### config.mk
export PLATFORM = sky130hd
export DESIGN_NAME = busWaitCtrl
export DESIGN_NICKNAME = d
export VERILOG_FILES = /design/src/rtl/busWaitPkg.sv /design/src/rtl/busWaitDatapath.sv /design/src/rtl/busWaitControl.sv /design/src/rtl/busWaitCtrl.sv
export SDC_FILE = /design/constraint.sdc
export NUM_CORES = 1
export LEC_CHECK = 0
export ABC_AREA = 1
export CORE_AREA = 2 2 41 43
export DETAILED_ROUTE_END_ITERATION = 12
export DIE_AREA = 0 0 43 45
export GPL_TIMING_DRIVEN = 0
export HOLD_SLACK_MARGIN = 0.1
export PLACE_DENSITY = 0.79
export REMOVE_ABC_BUFFERS = 1
export SYNTH_ARGS = -nofsm -noshare
export SYNTH_HDL_FRONTEND = slang
export SYNTH_HIERARCHICAL = 1
export SYNTH_SLANG_ARGS = --single-unit
### constraint.sdc
create_clock -name clk -period 3.85 [get_ports clk]
set_clock_uncertainty 0.2 [all_clocks]
set_input_delay 0.77 -clock clk [delete_from_list [all_inputs] [get_ports clk]]
set_output_delay 0.77 -clock clk [all_outputs]
set_load 0.01 [all_outputs]
### src/rtl/busWaitPkg.sv
package busWaitPkg;
  typedef enum logic [1:0] {
    WM_SOFT   = 2'b00,
    WM_NONE   = 2'b01,
    WM_RDY    = 2'b10,
    WM_RDYEXT = 2'b11
  } waitModeT;

  typedef enum logic [1:0] {
    PM_SINGLE = 2'b00,
    PM_EXPAND = 2'b01,
    PM_MICRO  = 2'b10,
    PM_UNUSED = 2'b11
  } procModeT;

  // strobes from control to datapath
  typedef struct packed {
    logic load;
    logic restart;
    logic dec;
  } waitStrobeT;
endpackage

### src/rtl/busWaitDatapath.sv
module busWaitDatapath
  import busWaitPkg::*;
#(
  parameter int ADDR_W      = 16,
  parameter int CNT_W       = 2,
  parameter int SYNC_STAGES = 2,
  parameter logic [ADDR_W-1:0] EXEMPT_LO = 'h0008,
  parameter logic [ADDR_W-1:0] EXEMPT_HI = 'h000F
) (
  input  logic              clk,
  input  logic              rstN,
  input  logic [ADDR_W-1:0] addr,
  input  logic              isExternal,
  input  logic [1:0]        procMode,
  input  logic              rdyPin,
  input  logic [CNT_W+1:0]  waitCtrl,
  input  waitStrobeT        strobe,
  output logic              needWait,
  output logic              firstExt,
  output logic              lastExt,
  output logic              rdyLow,
  output logic              extMode
);
  localparam int LAST = SYNC_STAGES - 1;

  logic [LAST:0]    syncQ;
  logic [CNT_W-1:0] loadCnt;
  logic [CNT_W-1:0] curCnt;
  waitModeT         curMode;
  waitModeT         cfgMode;
  logic [CNT_W-1:0] cfgCnt;
  logic             eligible;
  logic             exempt;

  // ready synchronizer chain, resets to "ready"
  generate
    if (SYNC_STAGES == 1) begin : gSync1
      always_ff @(posedge clk or negedge rstN)
        if (!rstN) syncQ <= '1;
        else       syncQ <= rdyPin;
    end else begin : gSyncN
      always_ff @(posedge clk or negedge rstN)
        if (!rstN) syncQ <= '1;
        else       syncQ <= {syncQ[LAST-1:0], rdyPin};
    end
  endgenerate

  assign rdyLow  = !syncQ[LAST];
  assign cfgCnt  = waitCtrl[CNT_W-1:0];
  assign cfgMode = waitModeT'(waitCtrl[CNT_W+1:CNT_W]);

  assign exempt   = (addr >= EXEMPT_LO) && (addr <= EXEMPT_HI);
  assign eligible = isExternal && !exempt &&
                    ((procMode == PM_EXPAND) || (procMode == PM_MICRO)) &&
                    (cfgCnt != '0);

  always_comb begin
    unique case (cfgMode)
      WM_SOFT:           needWait = eligible;
      WM_RDY, WM_RDYEXT: needWait = eligible && rdyLow;
      default:           needWait = 1'b0;
    endcase
  end

  always_ff @(posedge clk or negedge rstN) begin
    if (!rstN) begin
      loadCnt <= '0;
      curCnt  <= '0;
      curMode <= WM_NONE;
    end else if (strobe.load) begin
      loadCnt <= cfgCnt;
      curCnt  <= cfgCnt;
      curMode <= cfgMode;
    end else if (strobe.restart) begin
      curCnt <= loadCnt;
    end else if (strobe.dec) begin
      curCnt <= curCnt - CNT_W'(1);
    end
  end

  assign firstExt = (curCnt == loadCnt);
  assign lastExt  = (curCnt == CNT_W'(1));
  assign extMode  = (curMode == WM_RDYEXT);
endmodule

### src/rtl/busWaitControl.sv
module busWaitControl
  import busWaitPkg::*;
(
  input  logic       clk,
  input  logic       rstN,
  input  logic       cycleStart,
  input  logic       needWait,
  input  logic       firstExt,
  input  logic       lastExt,
  input  logic       rdyLow,
  input  logic       extMode,
  output waitStrobeT strobe,
  output logic       stall,
  output logic       cycleDone
);
  typedef enum logic {ST_IDLE, ST_EXT} stateT;
  stateT state, stateNxt;

  always_ff @(posedge clk or negedge rstN)
    if (!rstN) state <= ST_IDLE;
    else       state <= stateNxt;

  always_comb begin
    stateNxt  = state;
    strobe    = '0;
    cycleDone = 1'b0;
    unique case (state)
      ST_IDLE: begin
        if (cycleStart) begin
          if (needWait) begin
            strobe.load = 1'b1;
            stateNxt    = ST_EXT;
          end else begin
            cycleDone = 1'b1;
          end
        end
      end
      ST_EXT: begin
        if (extMode && firstExt && rdyLow) begin
          strobe.restart = 1'b1;
        end else if (lastExt) begin
          cycleDone = 1'b1;
          stateNxt  = ST_IDLE;
        end else begin
          strobe.dec = 1'b1;
        end
      end
      default: stateNxt = ST_IDLE;
    endcase
  end

  assign stall = (state == ST_EXT);
endmodule

### src/rtl/busWaitCtrl.sv
module busWaitCtrl
  import busWaitPkg::*;
#(
  parameter int ADDR_W      = 16,
  parameter int CNT_W       = 2,
  parameter int SYNC_STAGES = 2
) (
  input  logic              clk,
  input  logic              rstN,
  input  logic              cycleStart,
  input  logic [ADDR_W-1:0] addr,
  input  logic              isExternal,
  input  logic [1:0]        procMode,
  input  logic              rdyPin,
  input  logic [CNT_W+1:0]  waitCtrl,
  output logic              stall,
  output logic              cycleDone
);
  waitStrobeT strobe;
  logic needWait, firstExt, lastExt, rdyLow, extMode;

  busWaitDatapath #(
    .ADDR_W(ADDR_W), .CNT_W(CNT_W), .SYNC_STAGES(SYNC_STAGES)
  ) dpI (
    .clk(clk), .rstN(rstN), .addr(addr), .isExternal(isExternal),
    .procMode(procMode), .rdyPin(rdyPin), .waitCtrl(waitCtrl),
    .strobe(strobe), .needWait(needWait), .firstExt(firstExt),
    .lastExt(lastExt), .rdyLow(rdyLow), .extMode(extMode)
  );

  busWaitControl ctlI (
    .clk(clk), .rstN(rstN), .cycleStart(cycleStart), .needWait(needWait),
    .firstExt(firstExt), .lastExt(lastExt), .rdyLow(rdyLow),
    .extMode(extMode), .strobe(strobe), .stall(stall),
    .cycleDone(cycleDone)
  );
endmodule

==> results by group <==
Run status
  – Outcome: completed

Critical path
  – Reg-to-reg slack, setup: 2.11 ns
  – Critical path class: in -> out
  – Max incr delay on CP: 0.52 ns
  – Number of cells on the critical path: 8
  – Reg2Reg Depth: 8
  – Crit path max-delay family: buffers and inverters
  – CP Launch Type: input pin
  – Worst EP required: 2.88 ns
  – Critical path startpoint: waitCtrl[3]
  – WP buf/inv: 2
  – Reg2reg start: dpI/curCnt[0]
  – Worst-path fanout max: 3
  – Worst Path Arrival: 2.30 ns
  – Crit path cell chain: clkdlybuf4s50_1, nand2_1, o21a_1, nand3_1, nor2_1, nand3b_1, nand2_1, clkdlybuf4s50_1
  – Setup crit end: cycleDone
  – Slowest cell on the critical path: clkdlybuf4s50_1
  – Critical path endpoint category: output pin
  – FF-to-FF End: dpI/curCnt[1]

Synthesis
  – Number of synthesized flops with an enable pin: 0
  – Top_reg_cell synth: dfrtp_1
  – Synth top area cells: dfrtp_1 (25%), dfstp_2 (13%), inv_1 (13%), nand2_1 (12%), nor2_1 (6.4%)
  – Post-synthesis register bit count: 9
  – Synth Warn #: 6
  – Multiplexer share of the synthesized area: 0%
  – XOR/XNOR share of the synthesized area: 1.49%
  – Syn avg cell area: 6.85 um^2
  – Adder and majority gate portion of the synthesized area: 2.12%
  – Cell accounting for the most synthesized area: dfrtp_1
  – Top cells by count, synth: inv_1 (21), nand2_1 (19), nor2_1 (10), nand3_1 (7), dfrtp_1 (6)
  – Largest family of logic cells by synthesized area: simple AND/OR/NAND/NOR gates
  – Post-synth cell types: 21
  – Synth top area share: 25.5%
  – Synthesized area: 589 um^2
  – Compound-gate portion of the synthesized area: 11.0%
  – Post-synth ARST share: 100%
  – Sequential area share after synthesis: 38.9%
  – Synth Area in Simple Gates: 32.5%
  – Most common cell in the netlist: inv_1
  – Syn Inst Count: 86

Placed design
  – # port buffers: 25
  – Gpl congestion: 0.813
  – Placed Cells: 127
  – Pre-CTS WS: 0.560 ns
  – Post-detail-place hpwl: 1.05 mm

GRT
  – Vias in the first global route: 549
  – Global-route wire length before repair: 2.18 mm
  – Largest net degree at the start of global routing: 10
  – GRT Total Usage: 15.3%
  – Gr ovfl total: 0
  – Initial antenna violation count: 0

Route
  – Drt drc: 0
  – Via Count: 575
  – Initial detailed-routing violation count: 10
  – Post-DR vias/cell: 4.39
  – Final wirelength: 1.23 mm
  – Drt pass-1 iters: 6
  – DR WL met2: 599 um
  – M1 wire length: 558 um
  – Post-DR wirelength/cell: 9.36 um
  – Post-route ant nets: 0
  – Top Metal Used: met3
  – Met3 routed WL: 68 um

Cells and area
  – Final std cells w/o fill: 131
  – Share of layout cells above drive strength 1: 9.57%
  – Area added between synthesis and finish: 50.5%
  – Nets@finish: 144
  – # diodes: 0
  – Filler cells: 137

STA
  – Highest Clock Rate: 306 MHz
  – Fin crit share: 84.9%
  – Setup TNS: 0 ns
  – Period minus WS final: 3.27 ns
  – Final setup viols: 0
  – Slew headroom: 73.6%
  – Fin. max-slew vios: 0
  – Final hold vios: 0
  – RSZ-0062 raised after global routing: false
  – Actual slew at the worst max-slew pin: 0.395 ns
  – Setup WS post-layout: 0.581 ns

Floorplanning
  – Core box area: 0.00147 mm^2
  – Die X: 43 um
  – Io pins: 29
  – Std cell rows: 14
  – Initial Utilization: 40.1%
  – Die Y-Extent: 45 um
  – Die area: 0.00194 mm^2

Flow run
  – # Max-Cap Violations: 0

CTS
  – Worst-Skew Late Latency: 0.26 ns
  – CTS tree: built
  – Reg clk slew, reported paths: 0.06 ns
  – CTS buffer count: 3
  – Clock Tree Buf Depth: 2
  – Setup Fix Bufs, Post-CTS: 0
  – CTS root buffer: clkbuf_4
  – Hold Buf Count CTS: 0
  – Post-CTS Resized: 0
  – Clock sink total: 9
  – H-tree Lvls: 1

Power and ir drop
  – Leakage: 0.000461 uW
  – Worst vdd ir: 0.289 mV
  – PD cells: 470 mW/mm^2
  – Tot Pwr: 417 uW

Hold path
  – Worst Hold Class: reg -> reg
layout by cell type, fill, tap and decap left out, types with 2 or more instances in the layout:
cell type and instances:
clkdlybuf4s50_1 25, inv_1 21, nand2_1 19, nor2_1 10, nand3_1 7, dfrtp_1 6, clkbuf_4 3, a21oi_1 3
o21ai_0 3, dfstp_2 3, o21a_1 2
layout make-up:
cell class | count | area, um^2 | area share (%)
inverters | 22 | 82.6 | 9.31
clock buffers | 3 | 22.5 | 2.54
clock inverters | 1 | 5.00 | 0.564
well taps | 16 | 20.0 | 2.26
multi-input cells | 55 | 278 | 31.3
flip-flops and latches | 9 | 229 | 25.8
repair buffers | 25 | 250 | 28.2
per-stage QoR:
stage	util [%]	hold WS, ns	cell area, um^2
6_report	60.3	0.155	887
4_1_cts	60.3	0.156	887
2_1_floorplan	-	0.145	589
5_1_grt	60.3	0.158	887
3_5_place_dp	58.4	0.147	860
3_3_place_gp	58.4	0.146	860
worst min path at each step:
stage / startpoint / endpoint / cells past startpoint
after floorplan: dpI/syncQ[0] / dpI/syncQ[1] / 0
after global placement: dpI/syncQ[0] / dpI/syncQ[1] / 0
after detailed placement: dpI/syncQ[0] / dpI/syncQ[1] / 0
after CTS: dpI/syncQ[0] / dpI/syncQ[1] / 0
after global routing: dpI/syncQ[0] / dpI/syncQ[1] / 0
final: dpI/syncQ[0] / dpI/syncQ[1] / 0
sequential cells by signal, indices dropped and copies added (netlist names):
name,count
dpI/loadCnt,2
dpI/curCnt,2
dpI/curMode,2
ctlI/stall,1
dpI/syncQ,2
power by group:
part | switching (uW) | internal, uW
combinational | 93.8 | 91.6
sequential | 26.8 | 134
clock | 32.3 | 38.2
layer usage:
metal  GRT usage [%]  vias to the layer above
met1            17.2                      244
met2            27.6                       12
met4            1.82                        0
met3            7.20                        0
met5               0                        -
li1                -                      319
kinds of logic after synthesis:
family | count (synthesis)
flops | 9
compound gates | 11
simple gates | 42
fa+ha+maj | 1
buf+inv | 22
xor+xnor | 1
No activity file was read; power rests on OpenSTA's default activity.
